### src/rtl/rbk_pkg.sv
package rbk_pkg;
    localparam int BYTE_W    = 8;
    localparam int NUM_SLOTS = 7;
    localparam int IDX_W     = 3;

    typedef logic [IDX_W-1:0] slot_t;

    localparam slot_t SL_STATUS = 3'd0;
    localparam slot_t SL_CNT_LO = 3'd1;
    localparam slot_t SL_CNT_HI = 3'd2;
    localparam slot_t SL_A_LO   = 3'd3;
    localparam slot_t SL_A_HI   = 3'd4;
    localparam slot_t SL_B_LO   = 3'd5;
    localparam slot_t SL_B_HI   = 3'd6;

    localparam logic [BYTE_W-1:0] STATUS_BASE  = 8'hCC;
    localparam logic [BYTE_W-1:0] RESET_DATA   = 8'h38;
    localparam logic [NUM_SLOTS-1:0] ONLY_STAT = 7'h01;

    typedef struct packed {
        logic       enabled;
        logic       match_hit;
        logic       block_done;
        logic [1:0] mode;
        logic       ready;
        logic       ready_lvl;
    } chan_state_t;

    function automatic logic [BYTE_W-1:0] build_status(chan_state_t s);
        logic [BYTE_W-1:0] b;
        b    = STATUS_BASE;
        b[0] = s.enabled;
        b[1] = (s.mode != 2'd1) && (s.ready != s.ready_lvl);
        b[4] = ~s.match_hit;
        b[5] = ~s.block_done;
        return b;
    endfunction
endpackage

### src/rtl/rbk_status_compose.sv
module rbk_status_compose
    import rbk_pkg::*;
(
    input  chan_state_t       state_i,
    output logic [BYTE_W-1:0] status_o
);
    always_comb status_o = build_status(state_i);
endmodule

### src/rtl/rbk_order_list.sv
module rbk_order_list
    import rbk_pkg::*;
(
    input  logic                 clk,
    input  logic                 rst,
    input  logic                 load_i,
    input  logic [NUM_SLOTS-1:0] mask_i,
    output slot_t [NUM_SLOTS-1:0] list_o,
    output logic [IDX_W-1:0]     count_o
);
    slot_t [NUM_SLOTS-1:0] list_d;
    logic [IDX_W-1:0]      count_d;

    always_comb begin
        list_d  = '0;
        count_d = '0;
        for (int i = 0; i < NUM_SLOTS; i++) begin
            if (mask_i[i]) begin
                list_d[count_d] = slot_t'(i);
                count_d         = count_d + 1'b1;
            end
        end
    end

    always_ff @(posedge clk) begin
        if (rst) begin
            list_o  <= '0;
            count_o <= '0;
        end else if (load_i) begin
            list_o  <= list_d;
            count_o <= count_d;
        end
    end
endmodule

### src/rtl/rbk_slot_mux.sv
module rbk_slot_mux
    import rbk_pkg::*;
#(
    parameter int WORD_W = 16
)(
    input  slot_t             sel_i,
    input  logic [BYTE_W-1:0] status_i,
    input  logic [WORD_W-1:0] cnt_i,
    input  logic [WORD_W-1:0] addr_a_i,
    input  logic [WORD_W-1:0] addr_b_i,
    output logic [BYTE_W-1:0] byte_o
);
    localparam int HI_MSB = WORD_W - 1;

    logic [BYTE_W-1:0] cand [NUM_SLOTS];

    always_comb begin
        cand[SL_STATUS] = status_i;
        cand[SL_CNT_LO] = cnt_i[BYTE_W-1:0];
        cand[SL_CNT_HI] = cnt_i[HI_MSB -: BYTE_W];
        cand[SL_A_LO]   = addr_a_i[BYTE_W-1:0];
        cand[SL_A_HI]   = addr_a_i[HI_MSB -: BYTE_W];
        cand[SL_B_LO]   = addr_b_i[BYTE_W-1:0];
        cand[SL_B_HI]   = addr_b_i[HI_MSB -: BYTE_W];
        byte_o = (int'(sel_i) < NUM_SLOTS) ? cand[sel_i] : status_i;
    end
endmodule

### src/rtl/masked_readback_seq.sv
module masked_readback_seq
    import rbk_pkg::*;
#(
    parameter int WORD_W = 16
)(
    input  logic              clk,
    input  logic              rst,
    input  logic              arm_i,
    input  logic [6:0]        mask_i,
    input  logic              status_cmd_i,
    input  logic              rd_i,
    input  logic              chan_en_i,
    input  logic              match_hit_i,
    input  logic              block_done_i,
    input  logic [1:0]        mode_i,
    input  logic              ready_i,
    input  logic              ready_lvl_i,
    input  logic [WORD_W-1:0] byte_cnt_i,
    input  logic [WORD_W-1:0] addr_a_i,
    input  logic [WORD_W-1:0] addr_b_i,
    output logic [7:0]        rd_data_o
);
    chan_state_t           chan;
    logic [BYTE_W-1:0]     status_byte;
    logic                  load;
    logic [NUM_SLOTS-1:0]  load_mask;
    slot_t [NUM_SLOTS-1:0] list;
    logic [IDX_W-1:0]      count;
    logic [IDX_W-1:0]      ptr;
    logic [IDX_W-1:0]      ptr_inc;
    logic [BYTE_W-1:0]     slot_byte;
    logic [BYTE_W-1:0]     next_data;

    always_comb begin
        chan.enabled    = chan_en_i;
        chan.match_hit  = match_hit_i;
        chan.block_done = block_done_i;
        chan.mode       = mode_i;
        chan.ready      = ready_i;
        chan.ready_lvl  = ready_lvl_i;
    end

    assign load      = arm_i | status_cmd_i;
    assign load_mask = status_cmd_i ? ONLY_STAT : mask_i;

    rbk_status_compose u_status (
        .state_i  (chan),
        .status_o (status_byte)
    );

    rbk_order_list u_list (
        .clk     (clk),
        .rst     (rst),
        .load_i  (load),
        .mask_i  (load_mask),
        .list_o  (list),
        .count_o (count)
    );

    rbk_slot_mux #(.WORD_W(WORD_W)) u_mux (
        .sel_i    (list[ptr]),
        .status_i (status_byte),
        .cnt_i    (byte_cnt_i),
        .addr_a_i (addr_a_i),
        .addr_b_i (addr_b_i),
        .byte_o   (slot_byte)
    );

    assign ptr_inc   = ptr + 1'b1;
    assign next_data = (count == '0) ? status_byte : slot_byte;

    always_ff @(posedge clk) begin
        if (rst) begin
            ptr       <= '0;
            rd_data_o <= RESET_DATA;
        end else if (load) begin
            ptr <= '0;
        end else if (rd_i) begin
            rd_data_o <= next_data;
            if (count != '0)
                ptr <= (ptr_inc >= count) ? '0 : ptr_inc;
        end
    end
endmodule

### config.mk
export PLATFORM = sky130hd
export DESIGN_NAME = masked_readback_seq
export DESIGN_NICKNAME = d
export VERILOG_FILES = /design/src/rtl/rbk_pkg.sv /design/src/rtl/rbk_status_compose.sv /design/src/rtl/rbk_order_list.sv /design/src/rtl/rbk_slot_mux.sv /design/src/rtl/masked_readback_seq.sv
export SDC_FILE = /design/constraint.sdc
export NUM_CORES = 1
export LEC_CHECK = 0
export BUFFER_PORTS_ARGS = -buffer_cell sky130_fd_sc_hd__clkbuf_2
export CAP_MARGIN = 20
export CORE_ASPECT_RATIO = 1.5
export CORE_MARGIN = 8
export CORE_UTILIZATION = 55
export CTS_CLUSTER_SIZE = 24
export DETAILED_ROUTE_END_ITERATION = 8
export PLACE_DENSITY = 0.81
export SYNTH_ARGS = -nofsm -noshare
export SYNTH_HDL_FRONTEND = slang
export SYNTH_SLANG_ARGS = --single-unit
### constraint.sdc
create_clock -name clk -period 6.9 [get_ports clk]
set_input_delay 2.07 -clock clk [delete_from_list [all_inputs] [get_ports clk]]
set_output_delay 2.07 -clock clk [all_outputs]
set_load 0.01 [all_outputs]
Yosys cells after proc, flatten, opt, wreduce, memory -nomap -nowiden

Cells that the tools add are included.
Widths: inputs -> output; s select.

Logic and storage cells: 101
Register bits after elaboration: 35
Output and inout bits: 8

Reduce and logical (&&, ||, !) cells: 12
$lt $le $gt $ge: 16
Add/sub/neg operators: 7
Bitwise operators: 20
Mux-type cells: 34
Equal/unequal tests: 2

Operator list:

| operator            | number |
|---|---|
| $mux 21             | 5 |
| $demux 3 s3         | 6 |
| $mux 3              | 14 |
| $or 14x14->14       | 3 |
| $mux 8              | 4 |
| $and 14x14->14      | 2 |
| $not 14->14         | 2 |
| $bmux 8 s3          | 1 |
| $lt 3x4->1 const B  | 6 |
| $and 7x7->7         | 3 |
| $not 7->7           | 3 |
| $mux 19             | 1 |
| $add 3x1->3 const B | 6 |
| $ge 3x1->1 const B  | 5 |
| $bmux 3 s3          | 1 |
| $logic_and 1x1->1   | 7 |
| $mux 7              | 1 |
| $or 6x7->7          | 1 |
| $or 7x7->7          | 1 |
| $ge 4x4->1 const B  | 1 |
| $lt 1x4->1 const B  | 1 |
| $not 3->4           | 1 |
| $reduce_and 2->1    | 2 |
| $ge 3x3->1          | 1 |
| other kinds (11)    | 13 |

Logic depth before layout (Yosys ltp)

Depth after elaboration: 19
Mapped depth: 21
Mapped depth without buffers: 18

By module

Synthesis repeated with hierarchy kept, for this count alone.

Cell total of the unflattened synthesis: 370
Area, all modules: 3318.2 sq um

Modules (own cells, without submodules):

| module              | instances | area an instance (sq um) | cells each |
|---|---|---|---|
| rbk_order_list      | 1         | 1853.0                   | 235 |
| masked_readback_seq | 1         | 844.6                    | 95 |
| rbk_slot_mux        | 1         | 554.3                    | 29 |
| rbk_status_compose  | 1         | 66.3                     | 11 |

Worst setup path before layout

Ideal clock, no wire load.

Path type: input port to flip-flop
Start point: in status_cmd_i
End point: reg u_list.count_o[1]
Setup time: 0.086 ns
Stages on the path: 19
Buffers on the path: 3
Slack: 1.007 ns
Data arrival time: 5.807 ns
Cell sequence: buf_2 > clkbuf_1 > nor2_1 > inv_1 > ha_1 > buf_6 > xnor2_2 > inv_1 > ha_1 > xnor3_1 > and3_1 > a221oi_4 > inv_2 > ha_1 > or2_2 > o211ai_1 > xnor2_1 > a21oi_1 > a211oi_1

Longest elaborated chain between the ends: 14
Elaborated cells on any way between the ends: 15

RTL lines:

| what                   | RTL line                  | text |
|---|---|---|
| start: declaration     | masked_readback_seq.sv:10 | `input logic status_cmd_i,` |
| $mux 7                 | masked_readback_seq.sv:44 | `assign load_mask = status_cmd_i ? ONLY_STAT : mask_i;` |
| $mux 1                 | rbk_order_list.sv:18      | `if (mask_i[i]) begin` |
| $add 1x1->2            | rbk_order_list.sv:20      | `count_d = count_d + 1'b1;` |
| $mux 3                 | rbk_order_list.sv:18      |  |
| $add 3x1->3            | rbk_order_list.sv:20      |  |
| $mux 3                 | rbk_order_list.sv:18      |  |
| $add 3x1->3            | rbk_order_list.sv:20      |  |
| $mux 3                 | rbk_order_list.sv:18      |  |
| $add 3x1->3            | rbk_order_list.sv:20      |  |
| $mux 3                 | rbk_order_list.sv:18      |  |
| $add 3x1->3            | rbk_order_list.sv:20      |  |
| $mux 3                 | rbk_order_list.sv:18      |  |
| $add 3x1->3            | rbk_order_list.sv:20      |  |
| $mux 3                 | rbk_order_list.sv:18      |  |
| end signal: assignment | rbk_order_list.sv:31      | `count_o <= count_d;` |
| end: declaration       | rbk_order_list.sv:9       | `output logic [IDX_W-1:0] count_o` |

Several ways; a longest one is shown, not always the timed one.
A chain may end at the register's enable or synchronous reset.

Worst setup path after layout

Start point: in status_cmd_i
End point: reg u_list.list_o[19] in the netlist's numbering

Longest elaborated chain between the ends: 19
Elaborated cells on any way between the ends: 50

RTL lines:

| what                                                 | RTL line             | text |
|---|---|---|
| branches (longest 19 deep; another with $add 3x1->3) | --                   |  |
| end signal: assignment                               | rbk_order_list.sv:30 | `list_o <= list_d;` |
| end: declaration                                     | rbk_order_list.sv:8  | `output slot_t [NUM_SLOTS-1:0] list_o,` |

Parallel ways; which one is timed is not known.

==> metrics.txt <==
Yosys reg bits 35; Power Dens Cells 174.5 nW/µm²; # rows 35; CP Data Required Time 7.05 ns; Synth Net Count 485; syn_area_per_cell 8.183 µm²; antenna viol nets, final 0; critical path fanouts, max 25; Lkg Pwr 0.001638 µW; setup tns final 0 ns; Hold WC Path Type flip-flop to flip-flop; first drt pass iteration count 5; Die Y 111.5 µm; Max Cap Violations 0; start of the worst register-to-register path ptr[0]; placed cell areas 3672 µm²; HP Start u_list.list_o[6]; # hold bufs at CTS 0; Crit path top cell by count ha_1; finished layout cell area 3790 µm²; slowest stage delay, CP 0.39 ns; setup violators final 0; Tcrit/Tclk final 0.8766; DR DRC count 0; Setup Crit Path Kind input pin to flip-flop; clock-pin slew on the worst setup and hold paths 0.07 ns; CTS tree built; Fillers 521; antenna violations before repair 0; die area 8889 µm²; ys async rst share 0; Finished Layout Cells 538; Crit. End Element flip-flop; crit path DAT 6.19 ns; DP Worst Slack 0.6129 ns; f_max 165.3 MHz; vias in the first global route 3258; Final Hold Viols 0; root buffer cell clkbuf_8; CTS buffer count 5; Seq/Total Area, Yosys 0.2093; fin. max-slew vios 0; Worst Clk Skew 0.009216 ns; P&R area growth vs syn 13.23%; RSZ-0062 raised after global routing no; final setup margin 0.8511 ns; crit path launch status_cmd_i; post-cts resize count 0; I/O pin cnt 75; CP max-delay cell xnor3_1; routed vias/inst 6.069; net count reported at finish 539; placed cells 530; wire length per cell 16.71 µm; worst path cell trace clkbuf_2 > nand2b_1 > inv_1 > ha_1 > xnor2_2 > inv_1 > ha_1 > xnor3_1 > and3_1 > a221oi_4 > inv_2 > ha_1 > or2_2 > o211ai_1 > nor3_2 > a311oi_1 > nor3_1; # diodes 0; Post-synth EDFFs 0; Main synth FF type dfxtp_1; largest net degree at the start of global routing 38; worst slew pin tran 0.9191 ns; final wirelength 8989 µm; port bufs 74; Period minus WS final 6.049 ns; via count 3265; Post-CTS Setup Bufs 0; Post-DP HPWL 7239 µm; post-synth cell types 81; IR drop worst, VDD 0.08004 mV; Post-Syn Area 3347 µm²; CTS Sinks 35; gr usage total 0.2019; Die W 79.70 µm; first-pass GRT wire length 14900 µm; status completed; GRT overflow 0; GP Congestion 0.9160; DR iter-0 viols 114; Max Root-Sink Buffers 2; Initial Util 0.5579; Slew HR 0.3832; Ys Warns 0; crit start category input pin; core footprint 6000 µm²; layout cells sized above 1 0.2737; Worst-Skew Late Latency 0.29 ns; final hold slack 0.4516 ns; H-tree levels 2; cells after synthesis 409
## path summary, 6_finish.rpt
| path | cells past startpoint | slack (ns) | endpoint |
|---|---|---|---|
| worst min-delay path | 2 | 0.45 | u_list.list_o[6] |
| worst max-delay path | 17 | 0.85 | u_list.list_o[19] |
| worst min register to register | 2 | 0.45 | u_list.list_o[6] |
| worst max register to register | 6 | 3.90 | rd_data_o[0] |
## cell usage in the layout, fill, tap and decap left out, types with 5 or more instances in the layout
| cell type | Yosys | layout |
|---|---|---|
| nor2_1 | 41 | 41 |
| a211oi_1 | 13 | 13 |
| o211ai_1 | 8 | 8 |
| xnor2_1 | 8 | 8 |
| mux2_2 | 9 | 9 |
| nor2b_1 | 5 | 5 |
| dfxtp_1 | 35 | 35 |
| nand2b_1 | 11 | 11 |
| nand2_1 | 23 | 23 |
| nor3_1 | 16 | 16 |
| a21oi_1 | 33 | 33 |
| a311oi_1 | 5 | 5 |
| buf_4 | 4 | 5 |
| xor2_1 | 7 | 7 |
| nand3b_1 | 9 | 9 |
| inv_1 | 12 | 12 |
| o21ai_0 | 17 | 17 |
| clkbuf_8 | 0 | 6 |
| clkbuf_2 | 0 | 74 |
| nand3_1 | 7 | 7 |
| ha_1 | 9 | 9 |
| mux2i_1 | 14 | 14 |
## per-layer routing
layer	part of all wire	vias to the layer above	track usage	wire length (µm)
li1	-	1611	-	-
met1	0.36	1520	0.1942	3206
met2	0.54	105	0.3821	4820
met3	0.067	29	0.03226	600
met4	0.040	0	0.1130	361
met5	0	-	0	0
## cell usage after synthesis (5+ instances only)
library cell   n  area (µm²)
a211oi_1      13       97.59
a21oi_1       33       165.2
a311oi_1       5       43.79
buf_2          8       40.04
clkbuf_1      14       52.55
dfxtp_1       35       700.7
ha_1           9       112.6
inv_1         12       45.04
mux2_2         9       101.4
mux2i_1       14       140.1
nand2_1       23       86.33
nand2b_1      11       68.82
nand3_1        7       35.03
nand3b_1       9       67.56
nor2_1        41       153.9
nor2b_1        5       31.28
nor3_1        16       80.08
o211ai_1       8       60.06
o21ai_0       17       85.08
xnor2_1        8       70.07
xor2_1         7       61.31
## power breakdown
group | leakage (µW) | internal (µW) | switching (µW)
Combinational | 0.00129 | 110 | 138
Clock | 0.0000612 | 117 | 74.9
Sequential | 0.000286 | 214 | 7.50
Total | 0.00164 | 440 | 221
## final cells by class
type / count / area [µm²] / share of cell area
clock inverters: 2 / 35.03 / 0.009244
multi-input cells: 328 / 2419 / 0.6382
well taps: 74 / 92.59 / 0.02443
flip-flops and latches: 35 / 700.7 / 0.1849
repair buffers: 79 / 407.9 / 0.1076
clock buffers: 6 / 82.58 / 0.02179
inverters: 14 / 52.55 / 0.01387
## cell families after synthesis
logic type	Yosys count	share of synthesized area
buffers and inverters	46	0.06804
AO/OA/AOI/OAI	126	0.2751
multiplexers	29	0.1047
XOR/XNOR	21	0.07701
adder cells (fa/ha/maj)	9	0.03365
AND/OR/NAND/NOR	143	0.2322
flip-flops	35	0.2093
## worst max-delay path, delay by kind of cell
family / cells / cell delay (ns)
AO/OA/AOI/OAI: 3 / 0.78
XOR/XNOR: 2 / 0.69
AND/OR/NAND/NOR: 5 / 0.98
adder cells (fa/ha/maj): 3 / 1.00
buffers and inverters: 4 / 0.67
## state kept, by name, summed over array words and instances (netlist names)
register and flops:
ptr 3, rd_data_o 8, u_list.count_o 3, u_list.list_o 21
## per-stage QoR
stage	power (µW)	util
after detailed placement	470.9	0.6121
after floorplan	412.5	-
final	661.3	0.6317
after global placement	465.8	0.6121
after CTS	661.5	0.6317
after global routing	695.6	0.6317
(Power assumes the default switching activity.)
